## src/rtl/tmesi_pkg.sv

```systemverilog
package tmesi_pkg;
    localparam int STATE_W = 4;
    localparam int CPU_OP_W = 3;
    localparam int BUS_OP_W = 2;

    typedef enum logic [STATE_W-1:0] {
        ST_INV       = 4'd0,
        ST_SHR       = 4'd1,
        ST_EXC       = 4'd2,
        ST_MOD       = 4'd3,
        ST_SPEC_RD   = 4'd4,
        ST_SPEC_MOD  = 4'd5,
        ST_WAIT_RD   = 4'd6,
        ST_WAIT_TRD  = 4'd7,
        ST_WAIT_RDX  = 4'd8,
        ST_WAIT_TRDX = 4'd9
    } line_state_e;

    typedef enum logic [CPU_OP_W-1:0] {
        OP_NOP    = 3'd0,
        OP_LOAD   = 3'd1,
        OP_STORE  = 3'd2,
        OP_TLOAD  = 3'd3,
        OP_TSTORE = 3'd4,
        OP_COMMIT = 3'd5,
        OP_ABORT  = 3'd6,
        OP_EVICT  = 3'd7
    } cpu_op_e;

    typedef enum logic [BUS_OP_W-1:0] {
        BUS_READ       = 2'd0,
        BUS_READ_EXCL  = 2'd1,
        BUS_TREAD_EXCL = 2'd2,
        BUS_UNUSED     = 2'd3
    } bus_op_e;

    typedef struct packed {
        logic    req_valid;
        bus_op_e req_op;
        logic    supply;
        logic    flush;
        logic    threat;
        logic    shared;
        logic    alert;
        logic    done;
    } line_action_t;

    function automatic logic is_waiting(line_state_e s);
        return (s == ST_WAIT_RD) || (s == ST_WAIT_TRD) ||
               (s == ST_WAIT_RDX) || (s == ST_WAIT_TRDX);
    endfunction

    function automatic logic is_spec(line_state_e s);
        return (s == ST_SPEC_RD) || (s == ST_SPEC_MOD);
    endfunction
endpackage

```

## src/rtl/tmesi_fill_path.sv

```systemverilog
module tmesi_fill_path
    import tmesi_pkg::*;
(
    input  line_state_e  cur_state,
    input  logic         fill_shared,
    input  logic         fill_threat,
    output line_state_e  fill_state
);
    always_comb begin
        unique case (cur_state)
            ST_WAIT_RD:   fill_state = fill_shared ? ST_SHR : ST_EXC;
            ST_WAIT_TRD:  fill_state = fill_threat ? ST_SPEC_RD
                                     : (fill_shared ? ST_SHR : ST_EXC);
            ST_WAIT_RDX:  fill_state = ST_MOD;
            ST_WAIT_TRDX: fill_state = ST_SPEC_MOD;
            default:      fill_state = cur_state;
        endcase
    end
endmodule

```

## src/rtl/tmesi_snoop_path.sv

```systemverilog
module tmesi_snoop_path
    import tmesi_pkg::*;
(
    input  line_state_e  cur_state,
    input  bus_op_e      snp_op,
    output line_state_e  snp_state,
    output line_action_t snp_act
);
    always_comb begin
        snp_state = cur_state;
        snp_act   = '0;
        snp_act.req_op = BUS_READ;
        unique case (cur_state)
            ST_SHR: begin
                if (snp_op == BUS_READ) begin
                    snp_act.shared = 1'b1;
                end else if (snp_op != BUS_UNUSED) begin
                    snp_state = ST_INV;
                end
            end
            ST_EXC: begin
                if (snp_op == BUS_READ) begin
                    snp_state      = ST_SHR;
                    snp_act.shared = 1'b1;
                end else if (snp_op != BUS_UNUSED) begin
                    snp_state = ST_INV;
                end
            end
            ST_MOD: begin
                if (snp_op == BUS_READ) begin
                    snp_state      = ST_SHR;
                    snp_act.supply = 1'b1;
                    snp_act.flush  = 1'b1;
                    snp_act.shared = 1'b1;
                end else if (snp_op != BUS_UNUSED) begin
                    snp_state      = ST_INV;
                    snp_act.supply = 1'b1;
                    snp_act.flush  = 1'b1;
                end
            end
            ST_SPEC_RD: begin
                if (snp_op == BUS_READ) begin
                    snp_act.shared = 1'b1;
                end else if (snp_op == BUS_READ_EXCL) begin
                    snp_state     = ST_INV;
                    snp_act.alert = 1'b1;
                end
            end
            ST_SPEC_MOD: begin
                if (snp_op == BUS_READ) begin
                    snp_act.threat = 1'b1;
                end else if (snp_op == BUS_READ_EXCL) begin
                    snp_state     = ST_INV;
                    snp_act.alert = 1'b1;
                end
            end
            default: begin
                snp_state = cur_state;
            end
        endcase
    end
endmodule

```

## src/rtl/tmesi_cpu_path.sv

```systemverilog
module tmesi_cpu_path
    import tmesi_pkg::*;
(
    input  line_state_e  cur_state,
    input  cpu_op_e      op,
    output line_state_e  cpu_state,
    output line_action_t cpu_act
);
    always_comb begin
        cpu_state = cur_state;
        cpu_act   = '0;
        cpu_act.req_op = BUS_READ;
        unique case (op)
            OP_NOP: begin
                cpu_state = cur_state;
            end
            OP_LOAD, OP_TLOAD: begin
                if (cur_state == ST_INV) begin
                    cpu_state         = (op == OP_TLOAD) ? ST_WAIT_TRD : ST_WAIT_RD;
                    cpu_act.req_valid = 1'b1;
                    cpu_act.req_op    = BUS_READ;
                end else begin
                    cpu_act.done = 1'b1;
                end
            end
            OP_STORE: begin
                unique case (cur_state)
                    ST_INV, ST_SHR, ST_SPEC_RD: begin
                        cpu_state         = ST_WAIT_RDX;
                        cpu_act.req_valid = 1'b1;
                        cpu_act.req_op    = BUS_READ_EXCL;
                    end
                    ST_EXC, ST_MOD: begin
                        cpu_state    = ST_MOD;
                        cpu_act.done = 1'b1;
                    end
                    default: begin
                        cpu_act.done = 1'b1;
                    end
                endcase
            end
            OP_TSTORE: begin
                unique case (cur_state)
                    ST_INV, ST_SHR, ST_SPEC_RD: begin
                        cpu_state         = ST_WAIT_TRDX;
                        cpu_act.req_valid = 1'b1;
                        cpu_act.req_op    = BUS_TREAD_EXCL;
                    end
                    ST_EXC: begin
                        cpu_state    = ST_SPEC_MOD;
                        cpu_act.done = 1'b1;
                    end
                    ST_MOD: begin
                        cpu_state     = ST_SPEC_MOD;
                        cpu_act.flush = 1'b1;
                        cpu_act.done  = 1'b1;
                    end
                    default: begin
                        cpu_act.done = 1'b1;
                    end
                endcase
            end
            OP_COMMIT: begin
                if (cur_state == ST_SPEC_MOD)     cpu_state = ST_MOD;
                else if (cur_state == ST_SPEC_RD) cpu_state = ST_INV;
                cpu_act.done = 1'b1;
            end
            OP_ABORT: begin
                if (is_spec(cur_state)) cpu_state = ST_INV;
                cpu_act.done = 1'b1;
            end
            OP_EVICT: begin
                cpu_state     = ST_INV;
                cpu_act.flush = (cur_state == ST_MOD);
                cpu_act.alert = (cur_state == ST_SPEC_MOD);
                cpu_act.done  = 1'b1;
            end
            default: begin
                cpu_state = cur_state;
            end
        endcase
    end
endmodule

```

## src/rtl/tmesi_line_ctrl.sv

```systemverilog
module tmesi_line_ctrl
    import tmesi_pkg::*;
(
    input  logic       clk,
    input  logic       rst_n,
    input  logic       cpu_valid,
    input  logic [2:0] cpu_op,
    output logic       cpu_ready,
    output logic       cpu_done,
    input  logic       snp_valid,
    input  logic [1:0] snp_op,
    output logic       snp_supply,
    output logic       snp_shared,
    output logic       snp_threat,
    output logic       wb_flush,
    output logic       req_valid,
    output logic [1:0] req_op,
    input  logic       fill_valid,
    input  logic       fill_shared,
    input  logic       fill_threat,
    output logic       spec_alert,
    output logic [3:0] line_state
);
    line_state_e  state_q, state_d;
    line_state_e  fill_state, snp_state, cpu_state;
    line_action_t snp_act, cpu_act, act_d, act_q;
    logic         waiting;

    assign waiting = is_waiting(state_q);

    tmesi_fill_path u_fill (
        .cur_state   (state_q),
        .fill_shared (fill_shared),
        .fill_threat (fill_threat),
        .fill_state  (fill_state)
    );

    tmesi_snoop_path u_snoop (
        .cur_state (state_q),
        .snp_op    (bus_op_e'(snp_op)),
        .snp_state (snp_state),
        .snp_act   (snp_act)
    );

    tmesi_cpu_path u_cpu (
        .cur_state (state_q),
        .op        (cpu_op_e'(cpu_op)),
        .cpu_state (cpu_state),
        .cpu_act   (cpu_act)
    );

    // Arbitration: fill while waiting, else snoop over local op
    always_comb begin
        state_d = state_q;
        act_d   = '0;
        act_d.req_op = BUS_READ;
        if (waiting) begin
            if (fill_valid) begin
                state_d    = fill_state;
                act_d.done = 1'b1;
            end
        end else if (snp_valid) begin
            state_d = snp_state;
            act_d   = snp_act;
        end else if (cpu_valid) begin
            state_d = cpu_state;
            act_d   = cpu_act;
        end
    end

    // State register
    always_ff @(posedge clk) begin
        if (!rst_n) state_q <= ST_INV;
        else        state_q <= state_d;
    end

    // Output register
    always_ff @(posedge clk) begin
        if (!rst_n) begin
            act_q        <= '0;
            act_q.req_op <= BUS_READ;
        end else begin
            act_q <= act_d;
        end
    end

    assign cpu_ready  = !waiting;
    assign cpu_done   = act_q.done;
    assign snp_supply = act_q.supply;
    assign snp_shared = act_q.shared;
    assign snp_threat = act_q.threat;
    assign wb_flush   = act_q.flush;
    assign req_valid  = act_q.req_valid;
    assign req_op     = act_q.req_op;
    assign spec_alert = act_q.alert;
    assign line_state = state_q;

    assert_tmod_ignores_trdx_R5: assert property (@(posedge clk) disable iff (!rst_n)
        (state_q == ST_SPEC_MOD && snp_valid && snp_op == 2'd2)
        |=> (state_q == ST_SPEC_MOD && !snp_supply && !snp_threat && !spec_alert));

    assert_threat_withholds_R6: assert property (@(posedge clk) disable iff (!rst_n)
        (state_q == ST_SPEC_MOD && snp_valid && snp_op == 2'd0)
        |=> (snp_threat && !snp_supply && state_q == ST_SPEC_MOD));

    assert_commit_local_R7: assert property (@(posedge clk) disable iff (!rst_n)
        (!waiting && !snp_valid && cpu_valid && (cpu_op == 3'd5 || cpu_op == 3'd6))
        |=> (!req_valid && cpu_done));

    assert_rd_evict_silent_R9: assert property (@(posedge clk) disable iff (!rst_n)
        (state_q == ST_SPEC_RD && !snp_valid && cpu_valid && cpu_op == 3'd7)
        |=> (!spec_alert && state_q == ST_INV));

    assert_alert_from_spec_R10: assert property (@(posedge clk) disable iff (!rst_n)
        !is_spec(state_q) |=> !spec_alert);

    assert_wait_holds_R12: assert property (@(posedge clk) disable iff (!rst_n)
        (waiting && !fill_valid) |=> (!cpu_done && !snp_supply && !snp_shared && state_q == $past(state_q)));

    assert_supply_excl_threat_R6: assert property (@(posedge clk) disable iff (!rst_n)
        !(snp_supply && snp_threat));
endmodule

```

## config.mk

```make
export PLATFORM = sky130hd
export DESIGN_NAME = tmesi_line_ctrl
export DESIGN_NICKNAME = d
export VERILOG_FILES = /design/src/rtl/tmesi_pkg.sv /design/src/rtl/tmesi_fill_path.sv /design/src/rtl/tmesi_snoop_path.sv /design/src/rtl/tmesi_cpu_path.sv /design/src/rtl/tmesi_line_ctrl.sv
export SDC_FILE = /design/constraint.sdc
export NUM_CORES = 1
export LEC_CHECK = 0
export BUFFER_PORTS_ARGS = -buffer_cell sky130_fd_sc_hd__buf_2
export CORE_MARGIN = 4
export CORE_UTILIZATION = 55
export DETAILED_ROUTE_END_ITERATION = 6
export PLACE_DENSITY = 0.83
export SKIP_LAST_GASP = 1
export SYNTH_ARGS = -nofsm -noshare
export SYNTH_HDL_FRONTEND = slang
export SYNTH_SLANG_ARGS = --single-unit
```

## constraint.sdc

```tcl
create_clock -name clk -period 3.9 [get_ports clk]
set_input_delay 0.585 -clock clk [delete_from_list [all_inputs] [get_ports clk]]
set_output_delay 0.585 -clock clk [all_outputs]
set_load 0.02 [all_outputs]
```

==> metrics.txt <==
Core Footprint 1727 um^2; Post-Syn Area 1008 um^2; final worst slack 1.463 ns; PwrDens 267.6 nW/um^2; f_max around 0.41 GHz; Rows 15; largest family of logic cells by synthesized area simple AND/OR/NAND/NOR gates; clock buffer count from CTS 3; Antenna Cells 0; simple-gate share of the synthesized area 0.3672; net total in the final layout roughly 170; synth top area cells dfxtp_1 26%, o21ai_0 5.0%, nand2_1 4.8%; clk buf depth 2; XOR/XNOR share of the synthesized area 0.01737; first-pass GRT wire length 4560 um; Max rail drop VDD ~0.13 mV; Seq cells post-synth 13; DR vias/cell 6.313; # setup viols final 0; Post-synth EDFFs 0; die area 2583 um^2; CP max FO 22; delay of the slowest critical-path stage 0.76 ns; leakage 0.4682 nW; mux cell area share after synthesis 0.02978; Clock Latency Late Sink between 0.2 and 0.3 ns; root buf cell clkbuf_4; final count of pins violating max slew 0; Syn Nets 148; Slew @ Worst Pin 0.6718 ns; library cells used by synthesis 40; Warnings, synthesis 0; status complete, no violations; Compound-Gate Fraction of Synth Area 0.2457; top cells by count, synth 13 x dfxtp_1, 13 x nand2_1, 10 x o21ai_0, 9 x nor2_1; hpwl dp 2042 um; synthesis-to-finish area growth 13.15%; Post-Route Skew 0.001047 ns; MaxCap Viol Count 0; Data required, critical path 3.31 ns; Die X 50.82 um; starting density of the core 0.5841; # DRC 0; Post-CTS Resized 0; post-DR wirelength/cell 15.42 um; Worst EP arrival ~1.9 ns; fraction of registers with async set/reset 0; post-synthesis sequential area ratio 0.2581; dominant cell type by area after synthesis dfxtp_1; htree depth 1; cells along the critical path nor3b_1 -> nor2_1 -> buf_2; number of fillers in the final layout 161; Main synth FF type dfxtp_1; hold buffer count at cts 0; final hold slack 0.6092 ns; Final min period 2.437 ns; CTS Sinks 13; largest net degree at the start of global routing 23; 1st-pass router iterations 4; Fin. Hold Viols 0; post-synthesis adder-cell area fraction 0.009926; final WL 2760 um; routability cong. approximately 0.97; startpoint types register; cells after synthesis 136; GR Util All Layers 0.2308; Iteration-0 DRC Markers 70; Critical-path top delay cell dfxtp_1; vias in the first global route 1,020; postcts setup bufs 0; die height between 50 and 60 um; antenna viol nets, final 0; pre-CTS setup slack 1.790 ns; Max transition margin 0.5515; Worst Hold Class primary input to register; initial antenna violation count 0; Critical Path End Type output pin; Tcrit/Tclk final 0.6249; CTS tree yes; WS Path Type register to output pin; share of cells above drive strength 1 0.2208; vias 1,130; grt total ovfl 0; number of port buffers 25; Setup Total Neg Slack 0 ns; Mean Syn Cell Area 7.415 um^2; top cell type's share of synthesized area 0.2581; RSZ-0062 raised after global routing false; fin util 0.6609; # IOs 26; clock-pin slew on the worst setup and hold paths 0.07 ns
[report_power, final]
| group | total, mW | switching [mW] | internal (mW) | leakage, nW |
|---|---|---|---|---|
| logic | 0.0795 | 0.0486 | 0.0309 | 0.348 |
| clock network | 0.0801 | 0.0404 | 0.0396 | 0.0150 |
| registers | 0.146 | 0.00989 | 0.136 | 0.105 |
| total | 0.305 | 0.0989 | 0.206 | 0.468 |
[registers in the layout, indices dropped and copies added, names as in the netlist]
name and cells:
cpu_done 1, line_state 4, req_op 2, req_valid 1
snp_shared 1, snp_supply 1, snp_threat 1, spec_alert 1
wb_flush 1
[kinds of logic after synthesis]
group,after synthesis
AND/OR/NAND/NOR,64
AO/OA/AOI/OAI,36
buffers and inverters,17
flip-flops,13
multiplexers,3
XOR/XNOR,2
adder cells (fa/ha/maj),1
[critical path, delay by kind of cell (launching register included)]
kind / cells / cell delay (ns)
buffers and inverters: 1 / 0.18
flip-flops: 1 / 0.76
AND/OR/NAND/NOR: 2 / 0.64
[metal layers]
layer,up-vias,wire [um],track usage
met2,73,1317,0.3870
met1,502,1080,0.2819
met5,-,0,0
met4,0,53,0.1300
li1,548,-,-
met3,7,308,0.03207
[layout make-up]
class / count / area, um^2 / area share
clock buffer: 4 / 26.28 / 0.02303
inverter: 6 / 22.52 / 0.01974
multi-input combinational: 106 / 675.6 / 0.5921
sequential: 13 / 260.3 / 0.2281
tap: 25 / 31.28 / 0.02741
timing repair buffer: 25 / 125.1 / 0.1096
[placed cells by master, fill, tap and decap left out, drive strengths merged, types with 5 or more instances in the layout]
cell   count
nor3       5
dfxtp     13
inv        6
nand2     13
a21oi      7
nand3      6
nor2       9
o21ai     10
buf       25
nor2b      6
[worst paths after layout]
check                                  start                    endpoint  slack [ns]  cells past startpoint
hold reg to reg   line_state[0]$_SDFFE_PN0P_  line_state[0]$_SDFFE_PN0P_        0.70                      2
setup / recovery  line_state[3]$_SDFFE_PN0P_                   cpu_ready        1.46                      3
hold / removal                     cpu_op[0]        req_op[1]$_SDFF_PP0_        0.61                      2
setup reg to reg  line_state[3]$_SDFFE_PN0P_  line_state[1]$_SDFFE_PN0P_        1.73                      5
[metrics by stage]
stage / power, mW / instance area [um^2] / std cells
finish: 0.3054 / 1141 / 179
CTS: 0.3047 / 1141 / 179
detailed placement: 0.2255 / 1115 / 175
global placement: 0.2240 / 1115 / 175
global route: 0.3235 / 1141 / 179
floorplan: 0.2047 / 1008 / 136
Power figures use the tool's default switching activity.
